$ cat src/rtl/adc_seq_pkg.sv
package adc_seq_pkg;

   localparam int unsigned IDX_BITS   = 4;
   localparam int unsigned RATE_BITS  = 2;
   localparam int unsigned RATE_CODES = 1 << RATE_BITS;
   localparam int unsigned DEF_FIRST  = 0;
   localparam int unsigned DEF_LAST   = 8;

   typedef logic [IDX_BITS-1:0]  idx_t;
   typedef logic [RATE_BITS-1:0] rate_t;

   typedef enum logic [1:0] {
      ST_IDLE = 2'd0,
      ST_CONV = 2'd1,
      ST_WAIT = 2'd2
   } seq_state_e;

   typedef struct packed {
      idx_t  first;
      idx_t  last;
      rate_t rate;
      logic  eoc_each;
   } sweep_cfg_t;

   function automatic int unsigned max_u(input int unsigned a, input int unsigned b);
      return (a > b) ? a : b;
   endfunction

endpackage

$ cat src/rtl/adc_seq_period.sv
module adc_seq_period
   import adc_seq_pkg::*;
#(
   parameter int unsigned TICK_DIV  = 4,
   parameter int unsigned AIN_FIRST = 1,
   parameter int unsigned AIN_LAST  = 2,
   parameter int unsigned T_R0      = 20,
   parameter int unsigned T_R1      = 30,
   parameter int unsigned T_R2      = 60,
   parameter int unsigned T_R3      = 120,
   parameter int unsigned T_FIXED   = 30,
   parameter int unsigned CNT_W     = 12
) (
   input  idx_t             idx,
   input  rate_t            rate,
   output logic [CNT_W-1:0] period
);

   localparam int unsigned TICKS [RATE_CODES] = '{T_R0, T_R1, T_R2, T_R3};
   localparam int unsigned FIX_CYC = T_FIXED * TICK_DIV;

   logic [CNT_W-1:0] rate_cyc [RATE_CODES];
   logic             is_ext;

   for (genvar g = 0; g < RATE_CODES; g++) begin : g_rate
      localparam int unsigned CYC = TICKS[g] * TICK_DIV;
      if (CYC < 2) begin : g_bad
         $error("conversion period for rate code %0d is below two cycles", g);
      end
      if (CYC >= (1 << CNT_W)) begin : g_wide
         $error("conversion period for rate code %0d does not fit the counter", g);
      end
      assign rate_cyc[g] = CNT_W'(CYC);
   end

   if (FIX_CYC < 2) begin : g_fix_bad
      $error("fixed conversion period is below two cycles");
   end

   assign is_ext = (32'(idx) >= AIN_FIRST) && (32'(idx) <= AIN_LAST);

   always_comb begin
      if (is_ext) period = rate_cyc[rate];
      else        period = CNT_W'(FIX_CYC);
   end

endmodule

$ cat src/rtl/adc_seq_timer.sv
module adc_seq_timer #(
   parameter int unsigned CNT_W = 12
) (
   input  logic             clk,
   input  logic             rst_n,
   input  logic             load,
   input  logic [CNT_W-1:0] period,
   output logic             expired
);

   logic [CNT_W-1:0] cnt_q;

   always_ff @(posedge clk) begin
      if (!rst_n) begin
         cnt_q <= '0;
      end else if (load) begin
         cnt_q <= period - CNT_W'(2);
      end else if (cnt_q != '0) begin
         cnt_q <= cnt_q - CNT_W'(1);
      end
   end

   assign expired = (cnt_q == '0);

endmodule

$ cat src/rtl/adc_seq_mux_map.sv
module adc_seq_mux_map
   import adc_seq_pkg::*;
#(
   parameter int unsigned LAST_CH = 8,
   parameter int unsigned GND_SEL = 9
) (
   input  idx_t idx,
   output idx_t sel
);

   localparam int unsigned IDX_MAX = (1 << IDX_BITS) - 1;

   if (GND_SEL > IDX_MAX) begin : g_gnd_bad
      $error("ground select code does not fit the index width");
   end

   if (LAST_CH >= IDX_MAX) begin : g_all_real
      assign sel = idx;
   end else begin : g_with_gnd
      assign sel = (32'(idx) > LAST_CH) ? IDX_BITS'(GND_SEL) : idx;
   end

endmodule

$ cat src/rtl/adc_seq_snap.sv
module adc_seq_snap
   import adc_seq_pkg::*;
(
   input  logic       clk,
   input  logic       rst_n,
   input  logic       load,
   input  idx_t       first_in,
   input  idx_t       last_in,
   input  rate_t      rate_in,
   input  logic       eoc_each_in,
   output sweep_cfg_t cfg
);

   idx_t eff_last;

   assign eff_last = (last_in < first_in) ? first_in : last_in;

   always_ff @(posedge clk) begin
      if (!rst_n) begin
         cfg.first    <= IDX_BITS'(DEF_FIRST);
         cfg.last     <= IDX_BITS'(DEF_LAST);
         cfg.rate     <= '0;
         cfg.eoc_each <= 1'b0;
      end else if (load) begin
         cfg.first    <= first_in;
         cfg.last     <= eff_last;
         cfg.rate     <= rate_in;
         cfg.eoc_each <= eoc_each_in;
      end
   end

endmodule

$ cat src/rtl/adc_seq_ctrl.sv
module adc_seq_ctrl
   import adc_seq_pkg::*;
#(
   parameter int unsigned DATA_W    = 16,
   parameter int unsigned TICK_DIV  = 4,
   parameter int unsigned LAST_CH   = 8,
   parameter int unsigned GND_SEL   = 9,
   parameter int unsigned AIN_FIRST = 1,
   parameter int unsigned AIN_LAST  = 2,
   parameter int unsigned T_R0      = 20,
   parameter int unsigned T_R1      = 30,
   parameter int unsigned T_R2      = 60,
   parameter int unsigned T_R3      = 120,
   parameter int unsigned T_FIXED   = 30
) (
   input  logic              clk,
   input  logic              rst_n,
   input  logic [3:0]        cfg_start_idx,
   input  logic [3:0]        cfg_stop_idx,
   input  logic [1:0]        cfg_ain_rate,
   input  logic              cfg_eoc_each,
   input  logic              cfg_direct,
   input  logic              trig,
   input  logic              conv_done,
   input  logic [DATA_W-1:0] conv_data,
   output logic              conv_start,
   output logic [3:0]        mux_sel,
   output logic              res_valid,
   output logic [3:0]        res_idx,
   output logic [DATA_W-1:0] res_data,
   output logic              eoc,
   output logic              busy
);

   localparam int unsigned MAX_T =
      max_u(max_u(max_u(T_R0, T_R1), max_u(T_R2, T_R3)), T_FIXED);
   localparam int unsigned MAX_P = MAX_T * TICK_DIV;
   localparam int unsigned CNT_W = $clog2(MAX_P + 1);

   if (TICK_DIV < 1) begin : g_div_bad
      $error("TICK_DIV must be at least one");
   end
   if (AIN_LAST < AIN_FIRST) begin : g_ain_bad
      $error("external channel range is empty");
   end
   if (DATA_W < 1) begin : g_data_bad
      $error("DATA_W must be at least one");
   end

   seq_state_e        state_q;
   idx_t              cur_q;
   logic              done_seen_q;
   logic [DATA_W-1:0] data_q;
   sweep_cfg_t        cfg;
   logic              go;
   logic              snap_load;
   logic              tmr_load;
   logic              tmr_expired;
   logic              fire;
   logic              at_last;
   logic [CNT_W-1:0]  period;

   assign go        = cfg_direct ? trig : 1'b1;
   assign snap_load = (state_q == ST_IDLE) && go;
   assign tmr_load  = (state_q == ST_CONV);
   assign at_last   = (cur_q == cfg.last);
   assign fire      = (state_q == ST_WAIT) && tmr_expired && (done_seen_q || conv_done);

   adc_seq_snap u_snap (
      .clk         (clk),
      .rst_n       (rst_n),
      .load        (snap_load),
      .first_in    (cfg_start_idx),
      .last_in     (cfg_stop_idx),
      .rate_in     (cfg_ain_rate),
      .eoc_each_in (cfg_eoc_each),
      .cfg         (cfg)
   );

   adc_seq_period #(
      .TICK_DIV  (TICK_DIV),
      .AIN_FIRST (AIN_FIRST),
      .AIN_LAST  (AIN_LAST),
      .T_R0      (T_R0),
      .T_R1      (T_R1),
      .T_R2      (T_R2),
      .T_R3      (T_R3),
      .T_FIXED   (T_FIXED),
      .CNT_W     (CNT_W)
   ) u_period (
      .idx    (cur_q),
      .rate   (cfg.rate),
      .period (period)
   );

   adc_seq_timer #(
      .CNT_W (CNT_W)
   ) u_timer (
      .clk     (clk),
      .rst_n   (rst_n),
      .load    (tmr_load),
      .period  (period),
      .expired (tmr_expired)
   );

   adc_seq_mux_map #(
      .LAST_CH (LAST_CH),
      .GND_SEL (GND_SEL)
   ) u_mux (
      .idx (cur_q),
      .sel (mux_sel)
   );

   always_ff @(posedge clk) begin
      if (!rst_n) begin
         state_q     <= ST_IDLE;
         cur_q       <= IDX_BITS'(DEF_FIRST);
         done_seen_q <= 1'b0;
         data_q      <= '0;
      end else begin
         case (state_q)
            ST_IDLE: begin
               if (go) begin
                  cur_q   <= cfg_start_idx;
                  state_q <= ST_CONV;
               end
            end
            ST_CONV: begin
               done_seen_q <= 1'b0;
               state_q     <= ST_WAIT;
            end
            ST_WAIT: begin
               if (conv_done) begin
                  done_seen_q <= 1'b1;
                  data_q      <= conv_data;
               end
               if (fire) begin
                  if (at_last) begin
                     state_q <= ST_IDLE;
                  end else begin
                     cur_q   <= cur_q + IDX_BITS'(1);
                     state_q <= ST_CONV;
                  end
               end
            end
            default: state_q <= ST_IDLE;
         endcase
      end
   end

   always_ff @(posedge clk) begin
      if (!rst_n) begin
         res_valid <= 1'b0;
         eoc       <= 1'b0;
         res_idx   <= '0;
         res_data  <= '0;
      end else begin
         res_valid <= fire;
         eoc       <= fire && (cfg.eoc_each || at_last);
         if (fire) begin
            res_idx  <= cur_q;
            res_data <= conv_done ? conv_data : data_q;
         end
      end
   end

   assign conv_start = (state_q == ST_CONV);
   assign busy       = (state_q != ST_IDLE);

endmodule

$ cat config.mk
export PLATFORM = sky130hd
export DESIGN_NAME = adc_seq_ctrl
export DESIGN_NICKNAME = d
export VERILOG_FILES = /design/src/rtl/adc_seq_pkg.sv /design/src/rtl/adc_seq_period.sv /design/src/rtl/adc_seq_timer.sv /design/src/rtl/adc_seq_mux_map.sv /design/src/rtl/adc_seq_snap.sv /design/src/rtl/adc_seq_ctrl.sv
export SDC_FILE = /design/constraint.sdc
export NUM_CORES = 1
export LEC_CHECK = 0
export ABC_AREA = 1
export ABC_CLOCK_PERIOD_IN_PS = 1700
export BUFFER_PORTS_ARGS = -buffer_cell sky130_fd_sc_hd__buf_2
export CORE_MARGIN = 10
export CORE_UTILIZATION = 51
export DETAILED_ROUTE_END_ITERATION = 10
export PLACE_DENSITY = 0.89
export SYNTH_ARGS = -nofsm -noshare
export SYNTH_HDL_FRONTEND = slang
export SYNTH_HIERARCHICAL = 1
export SYNTH_SLANG_ARGS = --single-unit
$ cat constraint.sdc
create_clock -name clk -period 1.7 [get_ports clk]
set_input_delay 0.17 -clock clk [delete_from_list [all_inputs] [get_ports clk]]
set_output_delay 0.17 -clock clk [all_outputs]
set_load 0.005 [all_outputs]
==> results of run 1 <==
registers in the layout, indices dropped and copies added, names as in the netlist:
signal	cells
res_valid	1
res_data	16
u_snap/cfg	7
res_idx	4
eoc	1
done_seen_q	1
u_timer/cnt_q	9
state_q	2
data_q	16
cur_q	4
final cells by class:
type | count | area, sq um | area share [%]
repair buffers | 87 | 587 | 14.0
well taps | 77 | 96.3 | 2.30
inverters | 64 | 256 | 6.13
clock buffers | 9 | 124 | 2.96
flip-flops and latches | 61 | 1220 | 29.3
clock inverters | 7 | 73.8 | 1.77
multi-input cells | 334 | 1820 | 43.5
stage by stage:
stage          power (W)  cell area (sq um)  utilization [%]  hold slack, ns  setup slack (ns)
3_5_place_dp     0.00352               3700             58.2           0.409           -0.0834
5_1_grt          0.00558               4180             65.9          0.0690            -0.217
4_1_cts          0.00508               4090             64.4          0.0503           -0.0731
3_3_place_gp     0.00346               3700             58.2           0.400           0.00107
6_report         0.00528               4180             65.9          0.0479            -0.102
2_1_floorplan    0.00311               3320                -           0.250            0.0319
report_power, final:
group | internal, W | switching, W
registers | 0.00165 | 0.000215
clock network | 0.000681 | 0.000627
logic | 0.000888 | 0.00122
per-layer routing:
metal	track usage (%)	routed length (um)	vias to the layer above
met5	0	0	-
met4	9.02	317	0
met3	4.94	592	40
met2	30.0	4800	147
met1	19.8	3860	1596
li1	-	-	1668
worst register-to-register path, cell delays in order, from the launching register on:
cell and delay, ns:
dfxtp_2 0.33, inv_2 0.07, ha_4 0.15, inv_4 0.03, nor2_4 0.11, nand3_4 0.10
nor2_4 0.11, nand2_2 0.06, inv_2 0.09, nand3_4 0.14, clkinv_8 0.12, buf_12 0.13
nor2_2 0.05, a211oi_2 0.23
worst min-delay path by stage:
| stage | start | to |
|---|---|---|
| 2_1_floorplan | rst_n | u_snap/cfg[6] |
| 3_3_place_gp | cfg_ain_rate[0] | u_snap/cfg[1] |
| 3_5_place_dp | cfg_ain_rate[1] | u_snap/cfg[2] |
| 4_1_cts | cfg_ain_rate[1] | u_snap/cfg[2] |
| 5_1_grt | cfg_eoc_each | u_snap/cfg[0] |
| 6_report | cfg_ain_rate[1] | u_snap/cfg[2] |
timing repair:
item / CTS / global route
endpoints found under the hold margin: 0 / 0
setup endpoints to repair: 26 / 30
pin swaps: 10 / 9
resized for setup: 32 / 16
setup buffers: 10 / 1
gates cloned: 2 / 1
==> flow_summary.rst, run 1 <==
.. list-table::
   :header-rows: 1

   * - Metric
     - Value
   * - Total vias in the final route
     - 3451
   * - Number of slew-limit violations in the final report
     - 0
   * - Max Clock Skew
     - 0.0156 ns
   * - Number of port buffers
     - 59
   * - Layout fillers
     - 474
   * - Post-placement cell count
     - 612
   * - Logic depth of the worst setup path including buffers
     - 13
   * - Most common cell after layout, fill and taps aside
     - nand2_1
   * - Launching element type of the critical path
     - flop
   * - Sum of net half-perimeters after detailed placement
     - 5930 um
   * - Die span in x
     - 101 um
   * - Number of buffer and inverter instances along the worst setup path
     - 5
   * - Routability-driven placement congestion ratio
     - 0.880
   * - Total number of yosys warnings
     - 6
   * - Worst vdd rail ir drop
     - 0.863 mV
   * - Failing checks
     - negative setup slack
   * - Number of iterations in the first detailed-routing pass
     - 5
   * - Setup repair after global routing missed its margin
     - yes
   * - Setup slack, reg-to-reg
     - -0.10 ns
   * - Die height
     - 101 um
   * - Type of the worst setup path
     - reg -> reg
   * - Post-Synthesis Mean Instance Area
     - 6.91 sq um
   * - Placeable core region
     - 6350 sq um
   * - NumNets Final
     - 595
   * - Post-layout worst setup margin
     - -0.102 ns
   * - Area of the die
     - 10100 sq um
   * - Antenna violations before repair
     - 0
   * - Wire length after detailed routing
     - 9570 um
   * - Global-route congestion overflow total
     - 0
   * - Static Leak
     - 2.00 nW
   * - Cts bufs inserted
     - 9
   * - Outcome
     - finished with violations
   * - Transition time at the pin with the least slew margin
     - 0.759 ns
   * - Arr. time, crit path
     - 2.06 ns
   * - Maximum operating frequency
     - 555 MHz
   * - Slew margin rel.
     - 49.3%
   * - Number of DRC violations after detailed-routing iteration 0
     - 253
   * - Number of nets with antenna violations after routing
     - 0
   * - Destination of the critical timing path
     - res_data[4]
   * - Bufs on Longest Clock Path
     - 2
   * - Clock-pin slew reported for the worst setup and hold paths after clock tree synthesis
     - 0.07 ns
   * - Number of cells on the worst hold path
     - 3
   * - Number of buffers inserted for hold repair after clock tree synthesis
     - 0
   * - Delay-heaviest family, CP
     - simple AND/OR/NAND/NOR gates
   * - Std cell rows
     - 29
   * - Critical Path Fanout Max
     - 6
   * - Effective utilization at floorplan
     - 52.2%
   * - Per-cell routed wire length
     - 15.0 um
   * - Maximum number of pins on one net before global-route repair
     - 34
   * - Final TNS setup
     - -0.451 ns
   * - Cell with the largest stage delay on the worst path
     - dfxtp_2
   * - Gate count of the mapped netlist
     - 480
   * - Kind of end point of the critical path
     - flop
   * - Clock tree from TritonCTS
     - built
   * - Clock tree root driver cell
     - clkbuf_8
   * - Setup crit start
     - u_timer/cnt_q[0]
   * - Critical path, cell by cell
     - inv_2 -> ha_4 -> inv_4 -> nor2_4 -> nand3_4 -> nor2_4 -> nand2_2 -> inv_2 -> nand3_4 -> clkinv_8 -> buf_12 -> nor2_2 -> a211oi_2
   * - Number of cells traversed by the worst register-to-register path
     - 13
   * - Post-DR vias/cell
     - 5.40
   * - Number of DRC violations after detailed routing
     - 0
   * - Source-to-sink clock delay at the later pin of the worst-skew pair
     - 0.35 ns
   * - Slowest cell delay on critical path
     - 0.33 ns
   * - Overall routing resource usage
     - 17.7%
   * - Number of levels in the clock H-tree
     - 3
   * - Wire length of the first global-routing pass
     - 14900 um
   * - Final setup violation count
     - 18
   * - Post-Syn Area
     - 3320 sq um
   * - Proportion of layout cells with a drive suffix above 1
     - 30.8%
   * - Max capacitance violation total
     - 0
   * - Post-route clock period utilization
     - 106%
   * - Path class of the lowest-slack min-delay path
     - in -> reg
   * - Terminus of the critical flop-to-flop path
     - res_data[4]
   * - R2R Path Start
     - u_timer/cnt_q[0]
   * - WP data required
     - 1.95 ns
   * - Number of global-route vias before repair
     - 3403
   * - Number of cells in the finished layout apart from fillers
     - 639
   * - Power per unit of standard cell area
     - 1260 nW/um^2
   * - Count of final hold-check violations
     - 0
   * - Synth-to-Final Area Change
     - 26.1%
   * - Number of top-level design ports
     - 60
   * - ANT cells
     - 0
   * - Final min period
     - 1.80 ns
   * - Top library cells by usage in the layout, fill and taps aside
     - 96 x nand2_1, 71 x nor2_1, 59 x buf_2, 58 x dfxtp_1, 56 x inv_1
   * - TritonCTS sink count
     - 61
Power figures use the tool's default switching activity.
==> run 2, diff against run 1 <==
- CORE_UTILIZATION: 51 -> 30
- PLACE_DENSITY: 0.89 -> 0.62
==> flow_summary.rst, run 2 (same netlist as run 1, synthesis figures left out) <==
.. list-table::
   :header-rows: 1

   * - Metric
     - Value
   * - Die height
     - 125 um
   * - Cell with the largest stage delay on the worst path
     - dfxtp_2
   * - Total vias in the final route
     - 3124
   * - Most common cell after layout, fill and taps aside
     - nand2_1
   * - Max capacitance violation total
     - 0
   * - Max Clock Skew
     - 0.0174 ns
   * - Number of iterations in the first detailed-routing pass
     - 4
   * - Source-to-sink clock delay at the later pin of the worst-skew pair
     - 0.33 ns
   * - WP data required
     - 1.94 ns
   * - Bufs on Longest Clock Path
     - 2
   * - Logic pwr share
     - 40.3%
   * - Count of final hold-check violations
     - 0
   * - Die span in x
     - 125 um
   * - Clock-pin slew reported for the worst setup and hold paths after clock tree synthesis
     - 0.07 ns
   * - Switching part of the total power
     - 38.1%
   * - Post-placement cell count
     - 677
   * - Power consumption
     - 0.00498 W
   * - Final Core Density
     - 38.6%
   * - Number of DRC violations after detailed routing
     - 0
   * - Maximum operating frequency
     - 574 MHz
   * - Post-layout worst setup margin
     - -0.0434 ns
   * - Worst vdd rail ir drop
     - 0.480 mV
   * - Per-cell routed wire length
     - 12.2 um
   * - Routability-driven placement congestion ratio
     - 0.858
   * - Proportion of power drawn by flip-flops and latches
     - 36.9%
   * - Number of buffers inserted for hold repair after clock tree synthesis
     - 0
   * - TritonCTS sink count
     - 61
   * - Sum of net half-perimeters after detailed placement
     - 6470 um
   * - Number of cells in the finished layout apart from fillers
     - 705
   * - Clock tree from TritonCTS
     - built
   * - Static Leak
     - 1.99 nW
   * - Wire length of the first global-routing pass
     - 14000 um
   * - Power share of the clock group
     - 22.8%
   * - Overall routing resource usage
     - 10.4%
   * - Effective utilization at floorplan
     - 30.6%
   * - Slew margin rel.
     - 49.6%
   * - Critical Path Fanout Max
     - 5
   * - ANT cells
     - 0
   * - Maximum number of pins on one net before global-route repair
     - 23
   * - Placeable core region
     - 10800 sq um
   * - Global-route congestion overflow total
     - 0
   * - Kind of end point of the critical path
     - flop
   * - Number of global-route vias before repair
     - 2992
   * - Post-DR vias/cell
     - 4.43
   * - Layout fillers
     - 1160
   * - Top library cells by usage in the layout, fill and taps aside
     - 96 x nand2_1, 72 x nor2_1, 60 x buf_2, 60 x dfxtp_1, 56 x inv_1
   * - Number of port buffers
     - 59
   * - Type of the worst setup path
     - reg -> reg
   * - Power per unit of standard cell area
     - 1190 nW/um^2
   * - Final setup violation count
     - 3
   * - Arr. time, crit path
     - 1.98 ns
   * - Top Registers
     - data_q x16, res_data x16, u_timer/cnt_q x9
   * - Std cell rows
     - 38
   * - Proportion of layout cells with a drive suffix above 1
     - 29.6%
   * - Switching component of the power
     - 0.00190 W
   * - Path class of the lowest-slack min-delay path
     - in -> reg
   * - Outcome
     - finished with violations
   * - NumNets Final
     - 598
   * - Transition time at the pin with the least slew margin
     - 0.756 ns
   * - Number of DRC violations after detailed-routing iteration 0
     - 168
   * - Setup repair after global routing missed its margin
     - yes
   * - Final min period
     - 1.74 ns
   * - Synth-to-Final Area Change
     - 26.1%
   * - Launching element type of the critical path
     - flop
   * - Number of nets with antenna violations after routing
     - 0
   * - Post-route clock period utilization
     - 103%
   * - Number of levels in the clock H-tree
     - 3
   * - Antenna violations before repair
     - 0
   * - Cts bufs inserted
     - 9
   * - Internal power
     - 0.00308 W
   * - Slowest cell delay on critical path
     - 0.32 ns
   * - Failing checks
     - negative setup slack
   * - Clock tree root driver cell
     - clkbuf_8
   * - Critical path, cell by cell
     - inv_2 -> ha_4 -> inv_4 -> nor2_4 -> nand3_2 -> nor2_2 -> nand2_2 -> inv_2 -> nand3_4 -> inv_8 -> clkbuf_16 -> nor2_2 -> a211oi_1
   * - Number of slew-limit violations in the final report
     - 0
   * - Number of top-level design ports
     - 60
   * - Wire length after detailed routing
     - 8570 um
   * - Area of the die
     - 15700 sq um
[run 2: changes by cell type in the layout (fill, tap and decap cells not counted), sizes merged]
cell | before | now
buf | 86 | 89
inv | 63 | 64
clkinvlp | 1 | 2
bufinv | 1 | 0
clkinv | 6 | 5
[run 2: what timing repair did]
action,CTS,global route
pin swaps,3,8
gates resized for setup,8,25
gates cloned,1,2
setup endpoints to repair,24,28
buffers inserted,5,4
[run 2: layout make-up]
class	count	area (sq um)	area share [%]
Tap cell	140	175	4.19
Clock buffer	9	124	2.96
Timing Repair Buffer	90	583	13.9
Multi-Input combinational cell	334	1780	42.5
Sequential cell	61	1220	29.2
Clock inverter	7	51.3	1.23
Inverter	64	251	6.01
[run 2: stage by stage]
stage	instance area [sq um]	hold WS [ns]	setup TNS, ns	setup WS (ns)
floorplan	3320	0.250	0	0.0319
global placement	3790	0.402	0	0.0250
detailed placement	3790	0.409	-0.346	-0.0422
CTS	4050	0.0547	-0.0676	-0.0167
global route	4180	0.0710	-2.73	-0.151
finish	4180	0.0671	-0.0640	-0.0434
[run 2: power by group through the flow]
stage | clock [W] | sequential [W] | combinational, W
after floorplan | 0 | 0.00183 | 0.00127
after global placement | 0 | 0.00185 | 0.00167
after detailed placement | 0 | 0.00186 | 0.00171
after CTS | 0.00117 | 0.00183 | 0.00186
after global routing | 0.00126 | 0.00186 | 0.00228
final | 0.00114 | 0.00184 | 0.00201
[run 2: critical path: cells and delay by family (launching register included)]
kind | cells | cell delay (ns)
adder cells (fa/ha/maj) | 1 | 0.15
AO/OA/AOI/OAI | 1 | 0.18
AND/OR/NAND/NOR | 6 | 0.56
buffers and inverters | 5 | 0.44
flip-flops | 1 | 0.32
[run 2: path summary, 6_finish.rpt]
path	startpoint	slack, ns	end	cells past startpoint
hold reg to reg	done_seen_q	0.46	done_seen_q	2
setup reg to reg	u_timer/cnt_q[0]	-0.04	res_data[1]	13
hold / removal	cfg_ain_rate[0]	0.07	u_snap/cfg[1]	3
setup / recovery	u_timer/cnt_q[0]	-0.04	res_data[1]	13
[run 2: per-layer routing]
layer  wire (um)  part of all wire (%)  global-route usage [%]  up-vias
li1            -                     -                       -     1676
met1        3860                    45                    12.2     1387
met2        4280                    50                    18.0       59
met3         403                   4.7                    2.96        2
met4          18                  0.21                    2.85        0
met5           0                     0                       0        -
==> run 3, diff against run 2 <==
- SKIP_CTS_REPAIR_TIMING: unset -> 1
==> flow_summary.rst, run 3 (same netlist as run 1, synthesis figures left out) <==
.. list-table::
   :header-rows: 1

   * - Metric
     - Value
   * - Worst vdd rail ir drop
     - 0.480 mV
   * - WP data required
     - 1.88 ns
   * - Post-DR vias/cell
     - 4.47
   * - Number of DRC violations after detailed-routing iteration 0
     - 211
   * - Placement Setup Slack
     - -0.0422 ns
   * - Max capacitance violation total
     - 0
   * - Top library cells by usage in the layout, fill and taps aside
     - 93 x nand2_1, 74 x nor2_1, 59 x dfxtp_1, 59 x buf_2, 56 x inv_1
   * - Post-route clock period utilization
     - 108%
   * - Setup repair after global routing missed its margin
     - yes
   * - Power consumption
     - 0.00486 W
   * - Slowest cell delay on critical path
     - 0.33 ns
   * - Met2 WL
     - 4300 um
   * - Number of top-level design ports
     - 60
   * - Sum of net half-perimeters after detailed placement
     - 6470 um
   * - Power per unit of standard cell area
     - 1160 nW/um^2
   * - Std cell rows
     - 38
   * - Clock-pin slew reported for the worst setup and hold paths after clock tree synthesis
     - 0.07 ns
   * - Most used cell along the critical path
     - inv_2
   * - Wire length after detailed routing
     - 8600 um
   * - Top Registers
     - data_q x16, res_data x16, u_timer/cnt_q x9
   * - Number of iterations in the first detailed-routing pass
     - 4
   * - Number of DRC violations after detailed routing
     - 0
   * - Critical Path Fanout Max
     - 6
   * - Static Leak
     - 2.03 nW
   * - Final TNS setup
     - -1.25 ns
   * - Die span in x
     - 125 um
   * - Most common cell after layout, fill and taps aside
     - nand2_1
   * - Number of port buffers
     - 59
   * - Layout fillers
     - 1146
   * - Number of global-route vias before repair
     - 2974
   * - Met3 wire length
     - 369 um
   * - Outcome
     - finished with violations
   * - Launching element type of the critical path
     - flop
   * - Number of cells traversed by the worst register-to-register path
     - 14
   * - Cell with the largest stage delay on the worst path
     - dfxtp_2
   * - Critical path, cell by cell
     - inv_2 -> ha_4 -> inv_2 -> nor2_4 -> nand3_2 -> nor2_2 -> nand2_2 -> inv_2 -> nand3_4 -> inv_4 -> buf_12 -> buf_8 -> buf_6 -> a211oi_1
   * - NumNets Final
     - 598
   * - Kind of end point of the critical path
     - flop
   * - Placeable core region
     - 10800 sq um
   * - Delay-heaviest family, CP
     - buffers and inverters
   * - Number of cells on the worst hold path
     - 3
   * - Clock tree root driver cell
     - clkbuf_8
   * - Max Clock Skew
     - 0.0163 ns
   * - Post-layout worst setup margin
     - -0.130 ns
   * - Arr. time, crit path
     - 2.01 ns
   * - Synth-to-Final Area Change
     - 26.6%
   * - Path class of the lowest-slack min-delay path
     - in -> reg
   * - Final setup violation count
     - 20
   * - Routed length on met1
     - 3890 um
   * - Wire length of the first global-routing pass
     - 13800 um
   * - Slew margin rel.
     - 41.6%
   * - TritonCTS sink count
     - 61
   * - Logic depth of the worst setup path including buffers
     - 14
   * - Total vias in the final route
     - 3148
   * - Number of slew-limit violations in the final report
     - 0
   * - Bufs on Longest Clock Path
     - 2
   * - Maximum number of pins on one net before global-route repair
     - 23
   * - Total non-filler cell area in the finished layout
     - 4200 sq um
   * - Routability-driven placement congestion ratio
     - 0.858
   * - Number of levels in the clock H-tree
     - 3
   * - Antenna violations before repair
     - 0
   * - Per-cell routed wire length
     - 12.2 um
   * - Placed cell area
     - 3790 sq um
   * - Die height
     - 125 um
   * - Type of the worst setup path
     - reg -> reg
   * - Hold Slack
     - 0.0629 ns
   * - Number of buffer and inverter instances along the worst setup path
     - 7
   * - Cts bufs inserted
     - 9
   * - Global-route congestion overflow total
     - 0
   * - Overall routing resource usage
     - 10.2%
   * - Transition time at the pin with the least slew margin
     - 0.875 ns
   * - Area of the die
     - 15700 sq um
   * - Final min period
     - 1.83 ns
   * - Effective utilization at floorplan
     - 30.6%
   * - Count of final hold-check violations
     - 0
   * - Proportion of layout cells with a drive suffix above 1
     - 30.4%
   * - Maximum operating frequency
     - 546 MHz
   * - Source-to-sink clock delay at the later pin of the worst-skew pair
     - 0.34 ns
   * - Uppermost metal layer occupied by signal nets
     - met4
   * - Number of nets with antenna violations after routing
     - 0
   * - Clock tree from TritonCTS
     - built
   * - ANT cells
     - 0
   * - Failing checks
     - negative setup slack
[run 3: where the power goes]
part | internal (W) | total [W] | switching (W)
combinational | 0.000807 | 0.00188 | 0.00108
clock | 0.000533 | 0.00114 | 0.000612
sequential | 0.00165 | 0.00184 | 0.000188
[run 3: worst paths after layout]
kind / start / endpoint / slack [ns]
max reg2reg: u_timer/cnt_q[1] / res_data[1] / -0.13
min: cfg_ain_rate[0] / u_snap/cfg[1] / 0.06
min reg2reg: done_seen_q / done_seen_q / 0.45
max: u_timer/cnt_q[1] / res_data[1] / -0.13
[run 3: worst min-delay path, cell delays in order]
cell and delay (ns):
buf_2 0.07, nor2_1 0.04, nor2_1 0.08
[run 3: metal layers]
metal / up-vias / track usage, %
met2: 54 / 17.5
li1: 1673 / -
met3: 4 / 3.00
met5: - / 0
met1: 1417 / 12.0
met4: 0 / 3.12
[run 3: metrics by stage]
step           util (%)  cells
5_1_grt            38.7    705
3_3_place_gp       35.0    677
3_5_place_dp       35.0    677
4_1_cts            36.6    693
6_report           38.7    705
2_1_floorplan         -    482
[run 3: area by class of cell]
type / count / area (sq um) / share of cell area, %
clock buffer: 9 / 124 / 2.95
sequential: 61 / 1220 / 29.1
tap: 140 / 175 / 4.17
timing repair buffer: 90 / 576 / 13.7
clock inverter: 7 / 51.3 / 1.22
inverter: 64 / 244 / 5.81
multi-input combinational: 334 / 1810 / 43.0
